$ cat config.mk
export PLATFORM = sky130hd
export DESIGN_NAME = filtLfsrCore
export DESIGN_NICKNAME = d
export VERILOG_FILES = /design/src/rtl/filtLfsrPkg.sv /design/src/rtl/filtStage.sv /design/src/rtl/filtLfsrCtl.sv /design/src/rtl/filtLfsrPath.sv /design/src/rtl/filtLfsrCore.sv
export SDC_FILE = /design/constraint.sdc
export NUM_CORES = 1
export LEC_CHECK = 0
export CORE_ASPECT_RATIO = 0.75
export CORE_MARGIN = 2
export CORE_UTILIZATION = 30
export CTS_CLUSTER_SIZE = 24
export DETAILED_ROUTE_END_ITERATION = 8
export DONT_BUFFER_PORTS = 1
export PLACE_DENSITY = 0.49
export SYNTH_ARGS = -nofsm -noshare
export SYNTH_HDL_FRONTEND = slang
export SYNTH_SLANG_ARGS = --single-unit
$ cat constraint.sdc
create_clock -name clk -period 5.5 [get_ports clk]
set_input_delay 0.55 -clock clk [delete_from_list [all_inputs] [get_ports clk]]
set_output_delay 0.55 -clock clk [all_outputs]
set_load 0.02 [all_outputs]
$ cat src/rtl/filtLfsrPkg.sv
package filtLfsrPkg;
  localparam int STATE_W   = 192;
  localparam int KEY_W     = 80;
  localparam int IV_W      = 64;
  localparam int FILT_N    = 13;
  localparam int FB_N      = 13;
  localparam int WARM_MULT = 4;

  // filter taps (order irrelevant for a symmetric function)
  localparam int FILT_TAPS [FILT_N] = '{191, 186, 178, 172, 162, 144, 111, 104, 65, 54, 45, 28, 13};
  localparam int LIN_TAP = 1;
  // feedback taps besides x0
  localparam int FB_TAPS [FB_N] = '{189, 188, 169, 156, 155, 132, 131, 94, 77, 46, 17, 16, 5};

  typedef struct packed {
    logic load;    // reload state from key/IV
    logic shift;   // step the register
    logic nonlin;  // fold filter output into feedback
    logic emit;    // capture filtered bit to output
  } ctlStrobeT;

  typedef enum logic [1:0] {
    PH_IDLE = 2'd0,
    PH_WARM = 2'd1,
    PH_RUN  = 2'd2
  } phaseT;
endpackage

$ cat src/rtl/filtStage.sv
module filtStage
  import filtLfsrPkg::*;
(
  input  logic [STATE_W-1:0] stateIn,
  output logic               yBit
);
  localparam int WCNT_W = $clog2(FILT_N + 1);

  logic [FILT_N-1:0] tapBits;
  logic [WCNT_W-1:0] weight;

  for (genvar g = 0; g < FILT_N; g++) begin : g_tap
    assign tapBits[g] = stateIn[FILT_TAPS[g]];
  end

  always_comb begin
    weight = '0;
    for (int i = 0; i < FILT_N; i++) begin
      weight = weight + WCNT_W'(tapBits[i]);
    end
  end

  // quadratic symmetric f: 1 when weight mod 4 is 1 or 2
  assign yBit = (weight[1] ^ weight[0]) ^ stateIn[LIN_TAP];
endmodule

$ cat src/rtl/filtLfsrCtl.sv
module filtLfsrCtl
  import filtLfsrPkg::*;
#(
  parameter int WARM_CYCLES = WARM_MULT * STATE_W
) (
  input  logic      clk,
  input  logic      rstN,
  input  logic      start,
  input  logic      advance,
  output ctlStrobeT strobes,
  output logic      ready
);
  localparam int CNT_W = $clog2(WARM_CYCLES);
  localparam logic [CNT_W-1:0] CNT_LAST = CNT_W'(WARM_CYCLES - 1);

  phaseT           phaseQ;
  logic [CNT_W-1:0] cntQ;

  always_ff @(posedge clk) begin
    if (!rstN) begin
      phaseQ <= PH_IDLE;
      cntQ   <= '0;
    end else if (start) begin
      phaseQ <= PH_WARM;
      cntQ   <= '0;
    end else if (phaseQ == PH_WARM) begin
      if (cntQ == CNT_LAST) begin
        phaseQ <= PH_RUN;
        cntQ   <= '0;
      end else begin
        cntQ <= cntQ + 1'b1;
      end
    end
  end

  always_comb begin
    strobes.load   = start;
    strobes.nonlin = (phaseQ == PH_WARM) && !start;
    strobes.emit   = (phaseQ == PH_RUN) && advance && !start;
    strobes.shift  = strobes.nonlin || strobes.emit;
  end

  assign ready = (phaseQ == PH_RUN);


  cnt_range_chk: assert property (@(posedge clk) disable iff (!rstN)
    (phaseQ != PH_WARM) |-> (cntQ == '0));


  start_drop_chk: assert property (@(posedge clk) disable iff (!rstN)
    start |=> (!ready && cntQ == '0));


  ready_entry_chk: assert property (@(posedge clk) disable iff (!rstN)
    $rose(ready) |-> ($past(phaseQ) == PH_WARM));
endmodule

$ cat src/rtl/filtLfsrPath.sv
module filtLfsrPath
  import filtLfsrPkg::*;
(
  input  logic               clk,
  input  logic               rstN,
  input  logic [KEY_W-1:0]   keyIn,
  input  logic [IV_W-1:0]    ivIn,
  input  ctlStrobeT          strobes,
  output logic               yOut,
  output logic               yValid
);
  logic [STATE_W-1:0] stateQ;
  logic [STATE_W-1:0] loadVal;
  logic               yComb;
  logic               linFb;
  logic               newBit;

  filtStage u_filt (
    .stateIn (stateQ),
    .yBit    (yComb)
  );

  always_comb begin
    linFb = stateQ[0];
    for (int i = 0; i < FB_N; i++) begin
      linFb = linFb ^ stateQ[FB_TAPS[i]];
    end
    newBit = linFb ^ (strobes.nonlin & yComb);
  end

  // key/IV mixing
  always_comb begin
    for (int i = 0; i < STATE_W; i++) begin
      if (i < 80)
        loadVal[i] = keyIn[i];
      else if (i < 144)
        loadVal[i] = keyIn[i-80] ^ ivIn[i-80];
      else if (i < 160)
        loadVal[i] = keyIn[i-80] ^ ivIn[i-144] ^ ivIn[i-128] ^ ivIn[i-112] ^ ivIn[i-96];
      else
        loadVal[i] = ivIn[i-160] ^ ivIn[i-128] ^ 1'b1;
    end
  end

  always_ff @(posedge clk) begin
    if (!rstN) begin
      stateQ <= '0;
      yOut   <= 1'b0;
      yValid <= 1'b0;
    end else begin
      if (strobes.load)
        stateQ <= loadVal;
      else if (strobes.shift)
        stateQ <= {newBit, stateQ[STATE_W-1:1]};
      yValid <= strobes.emit;
      if (strobes.emit)
        yOut <= yComb;
    end
  end


  hold_state_chk: assert property (@(posedge clk) disable iff (!rstN)
    (!strobes.load && !strobes.shift) |=> $stable(stateQ));


  warm_no_emit_chk: assert property (@(posedge clk) disable iff (!rstN)
    !(strobes.nonlin && strobes.emit));


  shift_dir_chk: assert property (@(posedge clk) disable iff (!rstN)
    (strobes.shift && !strobes.load) |=> (stateQ[STATE_W-2:0] == $past(stateQ[STATE_W-1:1])));
endmodule

$ cat src/rtl/filtLfsrCore.sv
module filtLfsrCore
  import filtLfsrPkg::*;
(
  input  logic        clk,
  input  logic        rstN,
  input  logic [79:0] keyIn,
  input  logic [63:0] ivIn,
  input  logic        start,
  input  logic        advance,
  output logic        yOut,
  output logic        yValid,
  output logic        ready
);
  ctlStrobeT strobes;

  filtLfsrCtl u_ctl (
    .clk     (clk),
    .rstN    (rstN),
    .start   (start),
    .advance (advance),
    .strobes (strobes),
    .ready   (ready)
  );

  filtLfsrPath u_path (
    .clk     (clk),
    .rstN    (rstN),
    .keyIn   (keyIn),
    .ivIn    (ivIn),
    .strobes (strobes),
    .yOut    (yOut),
    .yValid  (yValid)
  );


  valid_src_chk: assert property (@(posedge clk) disable iff (!rstN)
    yValid |-> $past(ready && advance && !start));


  reset_quiet_chk: assert property (@(posedge clk)
    !$past(rstN) |-> (!ready && !yValid));
endmodule

==> results by group, run 1 <==
STA
  • Setup total negative slack: 0 ps
  • Slew margin rel.: 36.4%
  • F_max: 0.246 GHz
  • Slew @ Worst Pin: 954 ps
  • Setup violators final: 0
  • Final Max Tran Viols: 0
  • Final hold vios: 0
  • RSZ-0062 raised after global routing: false
  • Tmin final: 4060 ps
  • Layout Skew: 8.45 ps
  • Period Utilization, post-route: 73.8%

Die
  • Initial Utilization: 30.6%
  • Die Height: 170 microns
  • Core area: 36100 sq um
  • # rows: 60
  • Die W: 226 microns
  • Die area: 38400 sq um
  • I/O Pins: 151

Final layout
  • FF/Latch Area: 4120 sq um
  • P&R area growth vs syn: 7.71%
  • Multi-input gate area: 6230 sq um
  • Fill count: 3799
  • Finished Layout Cells: 1648
  • NumNets Final: 1290
  • Layout cells sized above 1: 4.69%
  • Final Util: 32.9%
  • Inserted Diodes: 0

Min path
  • Min-delay worst type: input pin to flop
  • Worst Hold Path Cells: 1
  • Hold path start: rstN
  • Worst Hold Path EP: u_path.stateQ[3]

Synth
  • Top cells by area, synth: dfxtp_1 37%, xnor2_1 10%, o211a_1 10%
  • Synth Area in XOR/XNOR: 12.4%
  • Main combinational cell family by area after synthesis: compound AO/OA/AOI/OAI gates
  • Count leader, synth: nand2_1
  • Synth Area in Adders: 1.20%
  • Multiplexer share of the synthesized area: 9.52%
  • Post-synthesis cell area: 11000 sq um
  • Avg Inst Size Synth: 9.21 sq um
  • Synth Area in Compound Gates: 21.6%
  • Simple-gate portion of the synthesized area: 11.7%
  • Syn Inst Count: 1199
  • Synth warn: 0
  • Mapped Nets: 1354
  • Top post-synthesis cells by count: 246 x nand2_1, 206 x dfxtp_1, 131 x xnor2_1
  • Synth top area share: 37.3%
  • Cell variety after synth: 41
  • Synth Flop Type: dfxtp_1
  • Number of synthesized flops with an enable pin: 0
  • Synthesized flop and latch total: 206
  • Area leader, netlist: dfxtp_1
  • Sequential share of the synthesized area: 37.3%
  • Synth async-reset ratio: 0%

Detailed routing
  • DR pass1 iterations: 4
  • Routed len/inst: 19.5 microns
  • Residual DRC: 0
  • Iter 0 DRT Violations: 663
  • Via count: 7995
  • Post-route ant nets: 0
  • WL final: 32200 microns
  • DR vias/cell: 4.85

Place
  • Placed cells: 1604
  • Final Wtd Congestion: 0.798
  • I/O Buffers: 0
  • Post-DP HPWL: 22600 microns

Clock tree
  • Post-CTS Resized: 0
  • Clock slew at reported path FFs: 60 ps
  • Root Buffer: clkbuf_16
  • Worst skew pair latency: 530 ps
  • Clock net sink count: 206
  • Worst-case clock buffer depth: 3
  • CTS Buf Count: 25
  • Post-CTS Setup Inserts: 0
  • TritonCTS clock tree: built
  • H-tree Lvls: 1
  • Post-CTS Hold Fix Bufs: 0

Critical path
  • Register-to-Register Path Depth: 12
  • Crit start category: flop
  • Crit path arrival time: 4470 ps
  • Reg-to-reg slack, setup: 1440 ps
  • Critical path class: flop to flop
  • Crit. End Element: flop
  • CP max FO: 3
  • Critical Path RT: 5920 ps
  • Worst R2R End: u_path.stateQ[191]
  • Origin of the critical flop-to-flop path: u_path.stateQ[13]

Global routing
  • GRT overflow: 0
  • Initial antenna violation count: 0
  • Largest net degree at the start of global routing: 287
  • GRT Resource Usage Total: 16.4%
  • Number of global-route vias before repair: 7461
  • First-pass GRT wire length: 47400 microns

Power
  • Peak VDD IR: 0.188 mV
  • Pwr dens: 340 nW/um^2
  • Pleak: 5.38 nW

Run
  • Max Cap Violations: 0

Status
  • Status: finished, final reports clean
==> cell type report <==
type	count	share of cell area [%]
flip-flops and latches	206	34.7
clock buffers	39	6.12
well taps	496	5.22
repair buffers	6	0.589
clock inverters	5	0.631
inverters	12	0.379
multi-input cells	884	52.4
==> metrics by stage <==
stage	hold slack (ps)	area [sq um]	worst slack, ps	power (W)
6_report	197	11900	1440	0.00405
5_1_grt	166	11900	1270	0.00426
4_1_cts	158	11900	1440	0.00411
3_5_place_dp	455	11100	1460	0.00243
3_3_place_gp	449	11100	1510	0.00243
2_1_floorplan	440	11000	1680	0.00238
==> cells by family (layout without fill, tap and decap cells) <==
group,Yosys count,count (layout)
mux,105,105
compound gates,288,288
buf+inv,109,62
fa+ha+maj,7,7
simple gates,328,328
flops,206,206
xor+xnor,156,156
==> placed cells by master (no fill, tap or decap), types with 11 or more instances in the layout <==
| cell | count |
|---|---|
| nand2_1 | 246 |
| dfxtp_1 | 206 |
| xnor2_1 | 131 |
| o211a_1 | 111 |
| mux2i_1 | 105 |
| o211ai_1 | 65 |
| a21boi_0 | 63 |
| nor2_1 | 62 |
| xor2_1 | 25 |
| clkbuf_16 | 25 |
| a21oi_1 | 20 |
| o21ai_0 | 17 |
| inv_1 | 11 |
==> flip-flops by register name, indices dropped and copies added (netlist names) <==
signal / cells
u_path.yOut: 1
u_path.yValid: 1
u_path.stateQ: 192
u_ctl.phaseQ: 2
u_ctl.cntQ: 10
==> critical path: stages, from the launching register on <==
cell and delay [ps]:
dfxtp_1 340, fa_1 550, inv_1 60, fa_1 500, fa_1 520, fa_1 520
fa_1 560, xor2_1 180, xnor2_1 150, xnor2_1 160, nand2_1 90, xnor2_1 210
a21oi_1 90
==> per-layer routing <==
layer	routed length (microns)	vias to the layer above	share of wire, %	global-route usage [%]
met1	15600	3784	48	23.4
li1	-	4007	-	-
met4	471	0	1.5	2.85
met3	2580	30	8.0	5.56
met5	0	-	0	0
met2	13600	174	42	24.2
==> where the power goes <==
part	switching, W	internal [W]
Combinational	0.000347	0.000360
Clock	0.000651	0.000996
Sequential	0.0000732	0.00162
==> worst max path at each step <==
stage                                  from                  to  slack [ps]  cells past startpoint
after global placement    u_path.stateQ[13]  u_path.stateQ[191]        1510                     12
after global routing      u_path.stateQ[13]  u_path.stateQ[191]        1270                     12
final                     u_path.stateQ[13]  u_path.stateQ[191]        1440                     12
after CTS                 u_path.stateQ[13]  u_path.stateQ[191]        1440                     12
after detailed placement  u_path.stateQ[13]  u_path.stateQ[191]        1460                     12
after floorplan           u_path.stateQ[13]  u_path.stateQ[191]        1680                     12
Power figures use the tool's default switching activity.
==> run 2, diff against run 1 <==
--- a/config.mk
+++ b/config.mk
@@ -5,6 +5,7 @@
 export SDC_FILE = /design/constraint.sdc
 export NUM_CORES = 1
 export LEC_CHECK = 0
+export ABC_AREA = 1
 export CORE_ASPECT_RATIO = 0.75
 export CORE_MARGIN = 2
 export CORE_UTILIZATION = 30
==> constraint.sdc (replaced) <==
create_clock -name clk -period 4.2 [get_ports clk]
set_input_delay 0.42 -clock clk [delete_from_list [all_inputs] [get_ports clk]]
set_output_delay 0.42 -clock clk [all_outputs]
set_load 0.02 [all_outputs]
==> run 2 against run 1 <==
Net effect: sequential cell count unchanged; synthesized cell count rose by 17%; non-clock buffer count rose by 7; critical path type unchanged; critical endpoint unchanged; largest power group unchanged.
==> results by group, run 2 <==
Global routing
  • Grt met1 use: 28.9%
  • Initial antenna violation count: 0
  • Grt met3 use: 3.45%
  • Gr busiest metal: met1
  • GRT overflow: 0
  • First-pass GRT wire length: 54500 microns
  • GRT met2 Usage: 28.8%
  • GRT Resource Usage Total: 19.4%
  • Largest net degree at the start of global routing: 245
  • Number of global-route vias before repair: 8752

Critical path
  • Crit path arrival time: 4370 ps
  • CP dominant cell by count: fa_1
  • Critical Path RT: 4670 ps
  • Buffers & Inverters on Critical Path: 3
  • Critical path class: flop to flop
  • Register-to-Register Path Depth: 16
  • CP max FO: 3
  • Crit start category: flop
  • Crit. End Element: flop
  • Reg-to-reg slack, setup: 300 ps
  • Worst R2R End: u_path.stateQ[191]
  • Largest stage delay, worst path: 540 ps
  • Slowest CP cell: fa_1
  • Critical path depth: 16
  • Origin of the critical flop-to-flop path: u_path.stateQ[13]
  • Crit path max-delay family: adder cells
  • Cell Chain, Critical Path: fa_1 > inv_1 > fa_1 > fa_1 > fa_1 > fa_1 > nand3b_1 > nand2_1 > inv_1 > nand3_1 > nand3_1 > inv_1 > nand2_1 > nand2_1 > nand2_1 > a21oi_1

STA
  • Layout Skew: 17.5 ps
  • RSZ-0062 raised after global routing: false
  • Setup total negative slack: 0 ps
  • F_max: 0.256 GHz
  • Final Max Tran Viols: 0
  • Final hold vios: 0
  • Slew @ Worst Pin: 963 ps
  • Setup violators final: 0
  • Tmin final: 3900 ps
  • Slew margin rel.: 35.8%
  • Period Utilization, post-route: 92.8%

Synth
  • Cell variety after synth: 34
  • Post-synthesis cell area: 10400 sq um
  • Number of synthesized flops with an enable pin: 0
  • Synth top area share: 39.5%
  • Top cells by area, synth: dfxtp_1 39%, nand2_1 14%, xnor2_1 6.1%
  • Synth async-reset ratio: 0%
  • Count leader, synth: nand2_1
  • Sequential share of the synthesized area: 39.5%
  • Synth warn: 0
  • Area leader, netlist: dfxtp_1
  • Synthesized flop and latch total: 206
  • Synth Flop Type: dfxtp_1
  • Syn Inst Count: 1404
  • Top post-synthesis cells by count: 393 x nand2_1, 206 x dfxtp_1, 122 x a21oi_1
  • Avg Inst Size Synth: 7.44 sq um
  • Mapped Nets: 1559

Clock tree
  • Post-CTS Resized: 0
  • Worst-case clock buffer depth: 3
  • Clock slew at reported path FFs: 60 ps
  • Root Buffer: clkbuf_16
  • Worst skew pair latency: 530 ps
  • CTS Buf Count: 23
  • TritonCTS clock tree: built
  • Post-CTS Setup Inserts: 0
  • Post-CTS Hold Fix Bufs: 0
  • H-tree Lvls: 1
  • Clock net sink count: 206

Final layout
  • Commonest non-fill, non-tap cell in the layout: nand2_1
  • NumNets Final: 1493
  • Top Registers: u_path.stateQ (192), u_ctl.cntQ (10), u_ctl.phaseQ (2)
  • Commonest cells after routing, fill and taps aside: 393 x nand2_1, 206 x dfxtp_1, 122 x a21oi_1, 101 x o21ai_1, 88 x a31oi_1
  • Fill count: 3719
  • Reg with most FFs: u_path.stateQ
  • FF/Latch Area: 4120 sq um
  • Layout cells sized above 1: 4.59%
  • Inserted Diodes: 0
  • Multi-input gate area: 5600 sq um
  • Max FFs per register: 192
  • Final Util: 32.9%
  • P&R area growth vs syn: 8.55%

Power
  • Pleak: 4.14 nW
  • Pwr dens: 442 nW/um^2
  • Peak VDD IR: 0.235 mV

Die
  • Die Height: 166 microns
  • Core area: 34500 sq um
  • # rows: 59
  • Die W: 219 microns
  • Die area: 36300 sq um
  • Initial Utilization: 30.3%
  • I/O Pins: 151

Place
  • Final Wtd Congestion: 0.854
  • Post-DP HPWL: 25000 microns
  • I/O Buffers: 0

Detailed routing
  • Via count: 9240
  • Routed len/inst: 19.7 microns
  • DR vias/cell: 5.11
  • WL final: 35600 microns
  • DR pass1 iterations: 5
  • Iter 0 DRT Violations: 914
  • Residual DRC: 0
  • Post-route ant nets: 0

Min path
  • Hold path start: keyIn[61]
  • Worst Hold Path Cells: 2
  • Worst Hold Path EP: u_path.stateQ[61]
  • Min-delay worst type: input pin to flop

Status
  • Status: finished, final reports clean

Run
  • Max Cap Violations: 0
run 2: cell count changes after synthesis, sizes merged, moves of 24 or more:
| cell | before | now |
|---|---|---|
| nand2 | 246 | 396 |
| o211a | 111 | 0 |
| o21ai | 17 | 126 |
| mux2i | 105 | 0 |
| a21oi | 20 | 122 |
| a31oi | 0 | 88 |
| a21boi | 64 | 0 |
| xnor2 | 131 | 73 |
| inv | 12 | 60 |
| xor2 | 25 | 52 |
| buf | 35 | 59 |
run 2: power by group:
| part | leakage, nW | internal (W) | total [W] | switching, W |
|---|---|---|---|---|
| sequential | 1.70 | 0.00212 | 0.00223 | 0.000106 |
| combinational | 2.10 | 0.000344 | 0.000828 | 0.000484 |
| clock | 0.341 | 0.00111 | 0.00196 | 0.000842 |
run 2: routing by layer:
layer / part of all wire, % / vias to the layer above
met5: 0 / -
met4: 2.4 / 0
li1: - / 4630
met2: 42 / 229
met1: 50 / 4331
met3: 5.4 / 50
run 2: how the worst max path moves through the flow:
stage               slack, ps              start                 end
global placement          360  u_path.stateQ[13]  u_path.stateQ[191]
finish                    300  u_path.stateQ[13]  u_path.stateQ[191]
CTS                       280  u_path.stateQ[13]  u_path.stateQ[191]
floorplan                 510  u_path.stateQ[13]  u_path.stateQ[191]
detailed placement        300  u_path.stateQ[13]  u_path.stateQ[191]
global route               20  u_path.stateQ[13]  u_path.stateQ[191]
run 2: kinds of logic (layout without fill, tap and decap cells):
family,count (synthesis),in the layout,share of synthesized area (%)
flops,206,206,39.5
simple gates,472,472,17.6
compound gates,430,430,24.1
buf+inv,164,112,7.04
xor+xnor,125,125,10.5
fa+ha+maj,7,7,1.27
run 2: metrics by stage:
| step | hold WS (ps) | instance area [sq um] | total power [W] | setup WS (ps) | instances |
|---|---|---|---|---|---|
| 2_1_floorplan | 439 | 10400 | 0.00294 | 506 | 1404 |
| 3_3_place_gp | 450 | 10600 | 0.00307 | 358 | 1770 |
| 3_5_place_dp | 454 | 10600 | 0.00308 | 301 | 1770 |
| 4_1_cts | 11.1 | 11300 | 0.00505 | 283 | 1809 |
| 5_1_grt | 18.6 | 11300 | 0.00527 | 15.9 | 1809 |
| 6_report | 41.9 | 11300 | 0.00501 | 301 | 1809 |
run 2: layout make-up:
cell class / count / share of cell area [%]
well taps: 457 / 5.04
clock buffers: 37 / 6.07
inverters: 60 / 2.01
multi-input cells: 1034 / 49.4
clock inverters: 2 / 0.143
repair buffers: 13 / 0.971
flip-flops and latches: 206 / 36.4
